==> src/rtl/nibcmd_pkg.sv <==
package nibcmd_pkg;

  typedef enum logic [3:0] {
    OP_ADDR_LO  = 4'h0,
    OP_ADDR_HI  = 4'h1,
    OP_DATA_LO  = 4'h2,
    OP_DATA_WR  = 4'h3,
    OP_READ     = 4'h4,
    OP_READ_INC = 4'h5
  } op_e;

  typedef struct packed {
    logic       set_lo;
    logic       set_hi;
    logic       hold_nib;
    logic       commit;
    logic       read;
    logic       step;
    logic [3:0] nib;
  } dec_t;

  // Address after an incrementing read: only the low nibble moves.
  function automatic logic [7:0] step_in_group(input logic [7:0] a);
    logic [3:0] lo;
    lo = a[3:0] + 4'd1;
    return {a[7:4], lo};
  endfunction

  function automatic logic [7:0] join_nib(input logic [3:0] hi, input logic [3:0] lo);
    return {hi, lo};
  endfunction

endpackage

==> src/rtl/nibcmd_decode.sv <==
module nibcmd_decode
  import nibcmd_pkg::*;
(
  input  logic       fire,
  input  logic [7:0] cmd,
  output dec_t       dec
);
  always_comb begin
    dec     = '0;
    dec.nib = cmd[3:0];
    if (fire) begin
      unique case (cmd[7:4])
        OP_ADDR_LO:  dec.set_lo   = 1'b1;
        OP_ADDR_HI:  dec.set_hi   = 1'b1;
        OP_DATA_LO:  dec.hold_nib = 1'b1;
        OP_DATA_WR:  dec.commit   = 1'b1;
        OP_READ:     dec.read     = 1'b1;
        OP_READ_INC: begin
          dec.read = 1'b1;
          dec.step = 1'b1;
        end
        default: ;
      endcase
    end
  end
endmodule

==> src/rtl/nibcmd_regfile.sv <==
module nibcmd_regfile #(
  parameter int unsigned      FILE_BASE  = 16,
  parameter int unsigned      FILE_DEPTH = 16,
  parameter logic [7:0]       SCR_ADDR   = 8'h0F,
  parameter logic [7:0]       ID_ADDR    = 8'h00,
  parameter logic [7:0]       ID_VALUE   = 8'hA5
) (
  input  logic       clk,
  input  logic       rst,
  input  logic       wr_en,
  input  logic [7:0] wr_addr,
  input  logic [7:0] wr_data,
  input  logic [7:0] rd_addr,
  output logic [7:0] rd_data
);
  localparam int unsigned IDX_W = (FILE_DEPTH > 1) ? $clog2(FILE_DEPTH) : 1;
  localparam int unsigned LIMIT = FILE_BASE + FILE_DEPTH;

  logic [7:0] cells [FILE_DEPTH];
  logic [7:0] scratch_q;

  function automatic logic in_file(input logic [7:0] a);
    return (int'(a) >= int'(FILE_BASE)) && (int'(a) < int'(LIMIT));
  endfunction

  function automatic logic [IDX_W-1:0] to_idx(input logic [7:0] a);
    int unsigned off;
    off = int'(a) - FILE_BASE;
    return off[IDX_W-1:0];
  endfunction

  always_ff @(posedge clk) begin
    if (rst) scratch_q <= '0;
    else if (wr_en && wr_addr == SCR_ADDR) scratch_q <= wr_data;
  end

  for (genvar g = 0; g < FILE_DEPTH; g++) begin : g_cell
    always_ff @(posedge clk) begin
      if (rst) cells[g] <= '0;
      else if (wr_en && in_file(wr_addr) && to_idx(wr_addr) == IDX_W'(g))
        cells[g] <= wr_data;
    end
  end

  always_comb begin
    if (rd_addr == ID_ADDR)       rd_data = ID_VALUE;
    else if (rd_addr == SCR_ADDR) rd_data = scratch_q;
    else if (in_file(rd_addr))    rd_data = cells[to_idx(rd_addr)];
    else                          rd_data = 8'h00;
  end
endmodule

==> src/rtl/nibcmd_rdout.sv <==
module nibcmd_rdout (
  input  logic       clk,
  input  logic       rst,
  input  logic       load,
  input  logic [7:0] load_data,
  input  logic       rd_ready,
  output logic       rd_valid,
  output logic [7:0] rd_data
);
  always_ff @(posedge clk) begin
    if (rst) begin
      rd_valid <= 1'b0;
      rd_data  <= '0;
    end else if (load) begin
      rd_valid <= 1'b1;
      rd_data  <= load_data;
    end else if (rd_valid && rd_ready) begin
      rd_valid <= 1'b0;
    end
  end
endmodule

==> src/rtl/nibcmd_regdec.sv <==
module nibcmd_regdec
  import nibcmd_pkg::*;
#(
  parameter int unsigned FILE_BASE  = 16,
  parameter int unsigned FILE_DEPTH = 16,
  parameter logic [7:0]  SCR_ADDR   = 8'h0F,
  parameter logic [7:0]  ID_ADDR    = 8'h00,
  parameter logic [7:0]  ID_VALUE   = 8'hA5
) (
  input  logic       clk,
  input  logic       rst,
  input  logic       cmd_valid,
  input  logic [7:0] cmd_byte,
  output logic       cmd_ready,
  output logic       rd_valid,
  output logic [7:0] rd_data,
  input  logic       rd_ready
);
  logic       cmd_fire;
  dec_t       dec;
  logic [7:0] cur_addr;
  logic [3:0] nib_lo;
  logic [7:0] file_rd;
  logic       wr_strobe;
  logic [7:0] wr_byte;

  assign cmd_ready = !rd_valid;
  assign cmd_fire  = cmd_valid && cmd_ready;
  assign wr_strobe = dec.commit;
  assign wr_byte   = join_nib(dec.nib, nib_lo);

  nibcmd_decode u_dec (
    .fire (cmd_fire),
    .cmd  (cmd_byte),
    .dec  (dec)
  );

  always_ff @(posedge clk) begin
    if (rst) begin
      cur_addr <= '0;
      nib_lo   <= '0;
    end else begin
      if (dec.set_lo)   cur_addr[3:0] <= dec.nib;
      if (dec.set_hi)   cur_addr[7:4] <= dec.nib;
      if (dec.step)     cur_addr      <= step_in_group(cur_addr);
      if (dec.hold_nib) nib_lo        <= dec.nib;
    end
  end

  nibcmd_regfile #(
    .FILE_BASE  (FILE_BASE),
    .FILE_DEPTH (FILE_DEPTH),
    .SCR_ADDR   (SCR_ADDR),
    .ID_ADDR    (ID_ADDR),
    .ID_VALUE   (ID_VALUE)
  ) u_file (
    .clk     (clk),
    .rst     (rst),
    .wr_en   (wr_strobe),
    .wr_addr (cur_addr),
    .wr_data (wr_byte),
    .rd_addr (cur_addr),
    .rd_data (file_rd)
  );

  nibcmd_rdout u_out (
    .clk       (clk),
    .rst       (rst),
    .load      (dec.read),
    .load_data (file_rd),
    .rd_ready  (rd_ready),
    .rd_valid  (rd_valid),
    .rd_data   (rd_data)
  );
endmodule

==> config.mk <==
export PLATFORM = sky130hd
export DESIGN_NAME = nibcmd_regdec
export DESIGN_NICKNAME = d
export VERILOG_FILES = /design/src/rtl/nibcmd_pkg.sv /design/src/rtl/nibcmd_decode.sv /design/src/rtl/nibcmd_regfile.sv /design/src/rtl/nibcmd_rdout.sv /design/src/rtl/nibcmd_regdec.sv
export SDC_FILE = /design/constraint.sdc
export NUM_CORES = 1
export LEC_CHECK = 0
export BUFFER_PORTS_ARGS = -buffer_cell sky130_fd_sc_hd__buf_2
export CAP_MARGIN = 20
export CORE_MARGIN = 4
export CORE_UTILIZATION = 40
export CTS_CLUSTER_SIZE = 40
export DETAILED_ROUTE_END_ITERATION = 7
export SLEW_MARGIN = 20
export SYNTH_ARGS = -nofsm -noshare
export SYNTH_HDL_FRONTEND = slang
export SYNTH_SLANG_ARGS = --single-unit
export TNS_END_PERCENT = 50
==> constraint.sdc <==
create_clock -name clk -period 2.2 [get_ports clk]
set_input_delay 0.44 -clock clk [delete_from_list [all_inputs] [get_ports clk]]
set_output_delay 0.44 -clock clk [all_outputs]
set_load 0.01 [all_outputs]
==> results of run 1 <==
-- Yosys cell counts (all sizes together) (8+ instances only) --
cell type	n	area [um^2]
nand3	12	60.06
clkbuf	24	90.09
nor2	32	142.6
edfxtp	128	3844
nand4	9	113.9
a21oi	16	80.08
buf	9	62.56
nand2	18	67.56
and2	130	813.3
o21bai	17	127.6
a22oi	8	60.06
dfxtp	33	660.6
a22o	8	70.07
mux2i	8	80.08
mux4	32	720.7
-- cells by family after synthesis --
logic type                 synth area share (%)
muxes                                     10.95
adders and majority gates                0.6659
and+or+nand+nor                           20.03
AOI/OAI and AO/OA                         6.093
buffers and inverters                     2.331
DFF                                       59.93
-- flip-flops by register name (all words and copies together), names as in the netlist, named ones only --
| signal | cells |
|---|---|
| cur_addr | 8 |
| nib_lo | 4 |
| u_file.cells | 128 |
| u_file.scratch_q | 8 |
| u_out.rd_data | 8 |
| u_out.rd_valid | 1 |
-- final cells by class --
cell class / instances / share of cell area [%]
repair buffers: 52 / 4.352
well taps: 229 / 3.322
flip-flops and latches: 161 / 52.22
multi-input cells: 351 / 32.88
clock buffers: 22 / 5.875
clock inverters: 10 / 1.088
inverters: 6 / 0.2611
-- metal layers --
metal / global-route usage (%) / wire length [um] / vias to the layer above
li1: - / - / 2126
met1: 24.21 / 8062 / 2295
met2: 27.82 / 8562 / 121
met3: 3.118 / 943 / 22
met4: 6.268 / 332 / 0
met5: 0 / 0 / -
-- cell usage in the layout, fill, tap and decap left out, types with 2 or more instances in the layout --
cell	instances
and2_1	130
edfxtp_1	128
dfxtp_1	33
mux4_2	32
buf_4	28
nor2_1	23
buf_2	21
clkbuf_16	19
nand2_1	18
o21bai_1	17
a21oi_1	16
nand3_1	12
nor2_2	9
a22oi_1	8
mux2i_1	8
a22o_1	8
inv_1	6
nor2b_1	5
and3_1	5
nor4_1	4
nand4_1	4
a211oi_1	4
ha_1	4
nand2b_1	3
nand4_4	3
or2_2	3
nor3_4	3
a32oi_1	3
nand3b_1	3
o21ai_1	3
o22ai_1	3
o21ai_0	3
clkinv_2	3
buf_12	3
nor4b_2	2
nand4_2	2
mux2_2	2
clkinv_4	2
inv_6	2
clkbuf_8	2
-- worst min-delay path, cell delays in order --
cell and delay (ns):
buf_2 0.07, nand2b_1 0.09, a21oi_1 0.06
-- stage by stage --
stage	setup slack (ns)	area [um^2]	instances	total power [uW]
2_1_floorplan	0.1627	7516	551	3632
3_3_place_gp	0.1807	8025	799	3764
3_5_place_dp	0.1216	8025	799	3772
4_1_cts	0.2518	8626	831	6697
6_report	0.2050	8626	831	6657
5_1_grt	0.1061	8626	831	6860
-- worst paths after layout --
check / startpoint / endpoint
min: rd_ready / u_out.rd_valid
max: flop / u_out.rd_data[7]
min reg2reg: nib_lo[3] / nib_lo[3]
max reg2reg: flop / u_out.rd_data[7]
-- report_power, final --
group / internal (uW) / switching (uW) / leakage [uW]
logic: 119 / 194 / 0.00123
registers: 3360 / 34.2 / 0.00159
clock network: 1760 / 1190 / 0.000297
total: 5240 / 1420 / 0.00311
==> impl_metrics.yaml, run 1 <==
outcome:
  status: "complete, no violations"
cts:
  holdBufCountCts: 0
  clk_pin_slew_ns: 0.07
  cts_made_buffers: 17
  cts_repair_resize_count: 0
  worst_skew_pair.late_latency_ns: 0.42
  cts_max_path_buffers: 2
  tritoncts: "done"
  clock_sinks: 161
  htree_num_levels: 4
  ctsRootBufferMaster: "clkbuf_16"
  post_cts.repair.setup_buffers: 0
synthesis:
  postSynthRegisterBits: 161
  syn_area_um2: 7516
  syn_inst: 551
  seq_area_frac_synth_pct: 59.93
  mappedNetlistNets: 567
  synth-async-reset-ratio_pct: 0
  synth_warnings: 0
  synth_edf_count: 128
  syn_area_per_cell_um2: 13.64
  post_synth_num_cell_types: 48
  synthFlopType: "edfxtp_1"
timing:
  min_period_over_period_pct: 90.68
  max-slew-margin-rel_pct: 59.09
  tns_ns: 0
  setup_viol_count_final: 0
  tightest_slew_ns: 0.6080
  hold_viol_final: 0
  rsz0062_at_grt: "false"
  final.hold.worst_slack_ns: 0.2818
  slew_violations: 0
  finalCriticalPeriod_ns: 1.995
  max_freq_mhz: 501.2
  worst_clock_skew_ns: 0.006608
critical_path:
  crit_path_max_incr_delay_ns: 0.55
  ff2ff_path_depth: 5
  cp_max_fo: 26
  critPathTopFamily: "compound AO/OA/AOI/OAI gates"
  worst_path_max_delay_cell: "mux4_2"
  arrival_ns: 2.29
  path_buf_inv: 1
  setup.reg_to_reg.worst_slack_ns: 0.20
  critPathRequiredTime_ns: 2.50
  worst-path-stages: 5
  critical_path.cell_chain: "buf_12 > mux4_2 > a22o_1 > o21ai_0 > a211oi_1"
  path_class: "reg -> reg"
  critical_path.endpoint_type: "flop"
  worst_setup_path_start_kind: "flop"
pwr:
  static_leakage_uw: 0.003112
  power_per_standard_cell_area_nw_per_um2: 771.8
  peakVddDrop_v: 0.0004587
route:
  vias_per_cell: 5.492
  total_routed_length_um: 17900
  routed-via-count: 4564
  detail_route.first_pass.iterations: 5
  dr_drc_count: 0
  drc_marker_count_from_the_first_detailed_route_iteration: 429
  wire_per_inst_um: 21.54
  drt.antenna.violating_nets: 0
flow_run:
  max-cap-violations: 0
die:
  start_util_pct: 41.28
  die_h_um: 145.1
  io-pin-count: 22
  floorplan.die_area_um2: 21050
  rows: 49
  fp.coreArea_um2: 18210
  dieWidth_um: 145.1
final_layout:
  final-seq-area_um2: 4504
  post_route_cells_drive_above_1_share_pct: 23.75
  synthToLayoutAreaGrowth_pct: 14.77
  post-route-util_pct: 47.37
  multiInputGateArea_um2: 2836
  fin_nets: 605
  antenna-diode-count: 0
  fillerInstances: 1547
global_route:
  number_of_global_route_vias_before_repair: 4568
  grt_start_max_net_pins: 31
  track_usage_pct: 17.44
  grt_antenna_before_repair: 0
  grt_pass1_wl_um: 27360
  sum_of_overflow_across_all_layers_after_global_routing: 0
placed_design:
  place.gp.congestion: 0.8005
  port_buffers: 21
  dp.final_hpwl_um: 11960
hold_path:
  timing.hold.worst_path_depth: 3
  timing.hold.worst.class: "in -> reg"
Power figures use the tool's default switching activity.
==> run 2, diff against run 1 <==
Settings changed: ABC_AREA set to 1.
==> run 2 against run 1 <==
Effect of this change:
- via count grew 19%
- design area shrank 1.7%
- sequential share of layout area grew 0.92 points
- wire length grew 4.9%
- critical path depth grew 1
- count of clock-buffer cells in the layout grew 1
- combinational power grew 19%
==> impl_metrics.yaml, run 2 <==
route:
  detail_route.first_pass.iterations: 5
  total_routed_length_um: 18780
  wire_per_inst_um: 17.86
  vias_per_cell: 5.184
  drt.antenna.violating_nets: 0
  routed-via-count: 5448
  drc_marker_count_from_the_first_detailed_route_iteration: 437
  dr_drc_count: 0
hold_path:
  timing.hold.worst_path_depth: 4
  timing.hold.worst.class: "in -> reg"
  min_from: "rd_ready"
  timing.hold.worst_endpoint: "u_out.rd_valid"
synthesis:
  synthFlopType: "edfxtp_1"
  post_synth_num_cell_types: 30
  netlist_top_cells_area: "edfxtp_1 (53%), dfxtp_1 (9.1%), nand2_1 (8.0%)"
  syn_area_um2: 7298
  synthMostInstantiatedCell: "nand2_1"
  synth_top_cell_area_share_pct: 52.67
  postSynthRegisterBits: 161
  netlist_top_cells_count: "nand2_1 (156), nor2_1 (138), edfxtp_1 (128)"
  synth_warnings: 0
  syn_area_per_cell_um2: 9.540
  syn_inst: 765
  synth_top_area_cell: "edfxtp_1"
  seq_area_frac_synth_pct: 61.72
  synth_edf_count: 128
  synth-async-reset-ratio_pct: 0
  mappedNetlistNets: 781
cts:
  holdBufCountCts: 0
  clk_pin_slew_ns: 0.06
  htree_num_levels: 4
  clock_sinks: 161
  cts_repair_resize_count: 0
  cts_made_buffers: 17
  ctsRootBufferMaster: "clkbuf_16"
  worst_skew_pair.late_latency_ns: 0.43
  tritoncts: "done"
  cts_max_path_buffers: 2
  post_cts.repair.setup_buffers: 0
final_layout:
  largest-register: "u_file.cells"
  most-common-layout-cells: "nand2_1 (156), nor2_1 (138), edfxtp_1 (128)"
  fin_nets: 825
  synthToLayoutAreaGrowth_pct: 16.18
  mostFrequentLayoutCell: "nand2_1"
  finalInstanceArea_um2: 8479
  antenna-diode-count: 0
  fillerInstances: 1683
  post_route_cells_drive_above_1_share_pct: 15.94
  number_of_flip_flops_in_the_largest_register: 128
critical_path:
  crit_path_max_incr_delay_ns: 0.31
  critPathTopFamily: "simple AND/OR/NAND/NOR gates"
  setup.reg_to_reg.worst_slack_ns: 0.30
  critical_path.cell_chain: "nor2_1 > nand3_1 > nor2_2 > nand2_1 > o21ai_0 > buf_4"
  path_buf_inv: 1
  regToRegEndpoint: "u_file.cells[14][4]"
  critPathRequiredTime_ns: 2.34
  path_class: "reg -> reg"
  ff2ff_path_depth: 6
  rr_startpoint: "cur_addr[7]"
  worst_setup_path_start_kind: "flop"
  arrival_ns: 2.04
  worst_path_max_delay_cell: "dfxtp_1"
  cp_max_fo: 8
  critical_path.endpoint_type: "flop"
outcome:
  status: "complete, no violations"
timing:
  setup_viol_count_final: 0
  worst_clock_skew_ns: 0.005484
  hold_viol_final: 0
  slew_violations: 0
  max-slew-margin-rel_pct: 70.85
  rsz0062_at_grt: "false"
  finalCriticalPeriod_ns: 1.902
  max_freq_mhz: 525.8
  tns_ns: 0
  min_period_over_period_pct: 86.44
  tightest_slew_ns: 0.4368
die:
  fp.coreArea_um2: 17960
  dieWidth_um: 143.1
  rows: 49
  floorplan.die_area_um2: 20470
  io-pin-count: 22
  start_util_pct: 40.63
  die_h_um: 143.1
global_route:
  grt_start_max_net_pins: 35
  grt_antenna_before_repair: 0
  grt_pass1_wl_um: 29660
  number_of_global_route_vias_before_repair: 5375
  sum_of_overflow_across_all_layers_after_global_routing: 0
  track_usage_pct: 19.42
placed_design:
  place.gp.congestion: 0.8228
  placedInstanceArea_um2: 7875
  dp.final_hpwl_um: 12400
  port_buffers: 21
flow_run:
  max-cap-violations: 0
pwr:
  total_power_uw: 6720
  static_leakage_uw: 0.003180
  power_per_standard_cell_area_nw_per_um2: 792.5
  peakVddDrop_v: 0.0005120
[run 2: changes by cell type in the layout (fill, tap and decap cells not counted), moves of 43 or more]
cell / previous run / this run
nand2_1: 18 / 156
a21oi_1: 16 / 59
nand3_1: 12 / 83
and2_1: 130 / 0
o21ai_0: 3 / 50
nor2_1: 23 / 138
[run 2: stage by stage]
stage	hold slack [ns]	util (%)	std cells	setup slack, ns
2_1_floorplan	0.4249	-	765	-0.04135
5_1_grt	0.3030	47.20	1051	0.1465
4_1_cts	0.2756	47.20	1051	0.3033
3_3_place_gp	0.4257	43.84	1019	0.2031
6_report	0.2943	47.20	1051	0.2982
3_5_place_dp	0.4295	43.84	1019	0.1892
[run 2: worst max-delay path by stage]
| stage | from | to | depth (start not counted) |
|---|---|---|---|
| 2_1_floorplan | cmd_valid | u_file.cells[11][0] | 8 |
| 3_3_place_gp | cmd_byte[6] | u_file.cells[10][2] | 7 |
| 3_5_place_dp | cmd_byte[6] | u_file.cells[6][0] | 7 |
| 4_1_cts | cur_addr[7] | u_file.cells[14][4] | 6 |
| 5_1_grt | cur_addr[7] | u_file.cells[2][7] | 7 |
| 6_report | cur_addr[7] | u_file.cells[14][4] | 6 |
[run 2: layer usage]
layer | share of wire (%) | GRT usage [%] | vias to the layer above
met3 | 5.5 | 3.449 | 20
met2 | 47 | 31.31 | 164
met4 | 1.4 | 6.003 | 0
li1 | - | - | 2692
met1 | 46 | 26.86 | 2572
met5 | 0 | 0 | -
[run 2: report_power, final]
group	internal (uW)	leakage (uW)	switching, uW
logic	110	0.00129	262
registers	3360	0.00159	31.4
clock network	1740	0.000302	1210
total	5210	0.00318	1510
[run 2: cell type report]
class                      count  area [um^2]  area share, %
inverter                      41        155.1          1.830
timing repair buffer          64        452.9          5.342
tap                          229        286.5          3.379
clock inverter                 9        62.56         0.7378
sequential                   161         4506          53.14
multi-input combinational    524         2475          29.19
clock buffer                  23        541.8          6.389
[run 2: worst min-delay path, stage by stage]
cell and delay (ns):
buf_2 0.08, nor2_1 0.03, nor2_1 0.09, nor2_1 0.04
[run 2: cells by family after synthesis]
group	after synthesis	share of synthesized area, %
AND/OR/NAND/NOR	404	24.98
flip-flops	161	61.72
AO/OA/AOI/OAI	115	8.040
buffers and inverters	80	4.457
adder cells (fa/ha/maj)	4	0.6858
XOR/XNOR	1	0.1200
==> run 3, diff against run 2 <==
Settings changed: CTS_BUF_LIST set to sky130_fd_sc_hd__clkbuf_16.
==> run 3 against run 2 <==
Effect of this change:
- register-to-register slack hardly changed
- clock skew decreased by 0.0012 ns
- sequential power is essentially flat
- power shrank 1.7%
- wire length fell by 0.53%
- critical path type unchanged
- combinational power about the same
- global-route usage about the same
- flip-flop and latch count stayed put
- sequential share of layout area up 0.19 points
- count of clock-buffer cells in the layout shrank 3
==> impl_metrics.yaml, run 3 (same netlist as run 2, synthesis figures left out) <==
die:
  io-pin-count: 22
  start_util_pct: 40.63
  die_h_um: 143.1
  rows: 49
  fp.coreArea_um2: 17960
  dieWidth_um: 143.1
  floorplan.die_area_um2: 20470
final_layout:
  fillerInstances: 1688
  multiInputGateArea_um2: 2475
  antenna-diode-count: 0
  largest-register: "u_file.cells"
  most-common-layout-cells: "nand2_1 (156), nor2_1 (138), edfxtp_1 (128)"
  number_of_flip_flops_in_the_largest_register: 128
  mostFrequentLayoutCell: "nand2_1"
  fin_nets: 825
  final-seq-area_um2: 4506
  post_route_cells_drive_above_1_share_pct: 15.82
  synthToLayoutAreaGrowth_pct: 15.77
  post_layout_nonfiller_instances: 1051
  finalInstanceArea_um2: 8449
critical_path:
  critical_path.cell_chain: "nor2_1 > nand3_1 > nor2_2 > nand2_1 > inv_2 > nand3_2 > nor2_1"
  cp_max_fo: 8
  crit_path_max_incr_delay_ns: 0.31
  critical_path.most_common_cell: "nor2_1"
  ff2ff_path_depth: 7
  worst_path_max_delay_cell: "dfxtp_1"
  worst_setup_path_start_kind: "flop"
  path_class: "reg -> reg"
  arrival_ns: 2.19
  critical_path.endpoint_type: "flop"
  critPathRequiredTime_ns: 2.48
route:
  vias_per_cell: 5.162
  total_routed_length_um: 18680
  drt.antenna.violating_nets: 0
  dr_drc_count: 0
  routed-via-count: 5425
  wire_per_inst_um: 17.77
  detail_route.first_pass.iterations: 5
  drc_marker_count_from_the_first_detailed_route_iteration: 399
cts:
  cts_max_path_buffers: 2
  ctsRootBufferMaster: "clkbuf_16"
  tritoncts: "done"
  post_cts.repair.setup_buffers: 0
  clock_sinks: 161
  cts_repair_resize_count: 0
  clk_pin_slew_ns: 0.06
  worst_skew_pair.late_latency_ns: 0.43
  cts_made_buffers: 17
  holdBufCountCts: 0
  htree_num_levels: 4
placed_design:
  dp.final_hpwl_um: 12400
  place_inst: 1019
  placedInstanceArea_um2: 7875
  place.gp.congestion: 0.8228
  port_buffers: 21
timing:
  max_freq_mhz: 526.2
  rsz0062_at_grt: "false"
  worst_clock_skew_ns: 0.004277
  finalCriticalPeriod_ns: 1.900
  tns_ns: 0
  slew_violations: 0
  hold_viol_final: 0
  tightest_slew_ns: 0.4538
  max-slew-margin-rel_pct: 69.71
  setup_viol_count_final: 0
  final.hold.worst_slack_ns: 0.2935
  min_period_over_period_pct: 86.38
hold_path:
  timing.hold.worst.class: "in -> reg"
  timing.hold.worst_path_depth: 4
outcome:
  status: "complete, no violations"
flow_run:
  max-cap-violations: 0
global_route:
  grt_antenna_before_repair: 0
  grt_pass1_wl_um: 29640
  sum_of_overflow_across_all_layers_after_global_routing: 0
  grt_start_max_net_pins: 35
  track_usage_pct: 19.41
  number_of_global_route_vias_before_repair: 5371
pwr:
  peakVddDrop_v: 0.0005135
  static_leakage_uw: 0.003169
  power_per_standard_cell_area_nw_per_um2: 782.1
run 3: cell count changes in the layout (fill, tap and decap cells not counted):
| cell | previous run | this run |
|---|---|---|
| clkinv_1 | 9 | 10 |
| clkbuf_8 | 3 | 0 |
| inv_2 | 7 | 9 |
run 3: final cells by class:
type                       instances  share of cell area, %
sequential                       161                  53.32
multi-input combinational        524                  29.29
clock buffer                      20                  5.923
timing repair buffer              64                  5.361
tap                              229                  3.391
inverter                          41                  1.836
clock inverter                    12                 0.8737
run 3: worst max-delay path: cells and delay by family, from the launching register on:
family        cells  cell delay, ns
simple gates      6            1.18
flops             1            0.31
buf+inv           1            0.26
run 3: final timing paths:
kind | start | endpoint | slack, ns
setup / recovery | cur_addr[7] | u_file.cells[2][7] | 0.30
hold / removal | rd_ready | u_out.rd_valid | 0.29
setup reg to reg | cur_addr[7] | u_file.cells[2][7] | 0.30
hold reg to reg | nib_lo[0] | nib_lo[0] | 0.44
run 3: routing by layer:
layer,GRT usage (%),share of wire [%],vias up
li1,-,-,2694
met3,3.449,5.7,23
met4,6.003,1.5,0
met2,31.31,47,164
met5,0,0,-
met1,26.84,45,2544
run 3: through the flow:
step | total power (uW) | setup slack [ns] | util, %
finish | 6608 | 0.2996 | 47.04
global placement | 3826 | 0.2031 | 43.84
detailed placement | 3829 | 0.1892 | 43.84
floorplan | 3662 | -0.04135 | -
CTS | 6657 | 0.3033 | 47.04
global route | 6833 | 0.1465 | 47.04
run 3: power breakdown:
part	switching [uW]	total, uW	internal (uW)
clock	1210	2840	1640
sequential	31.1	3390	3360
combinational	262	371	110
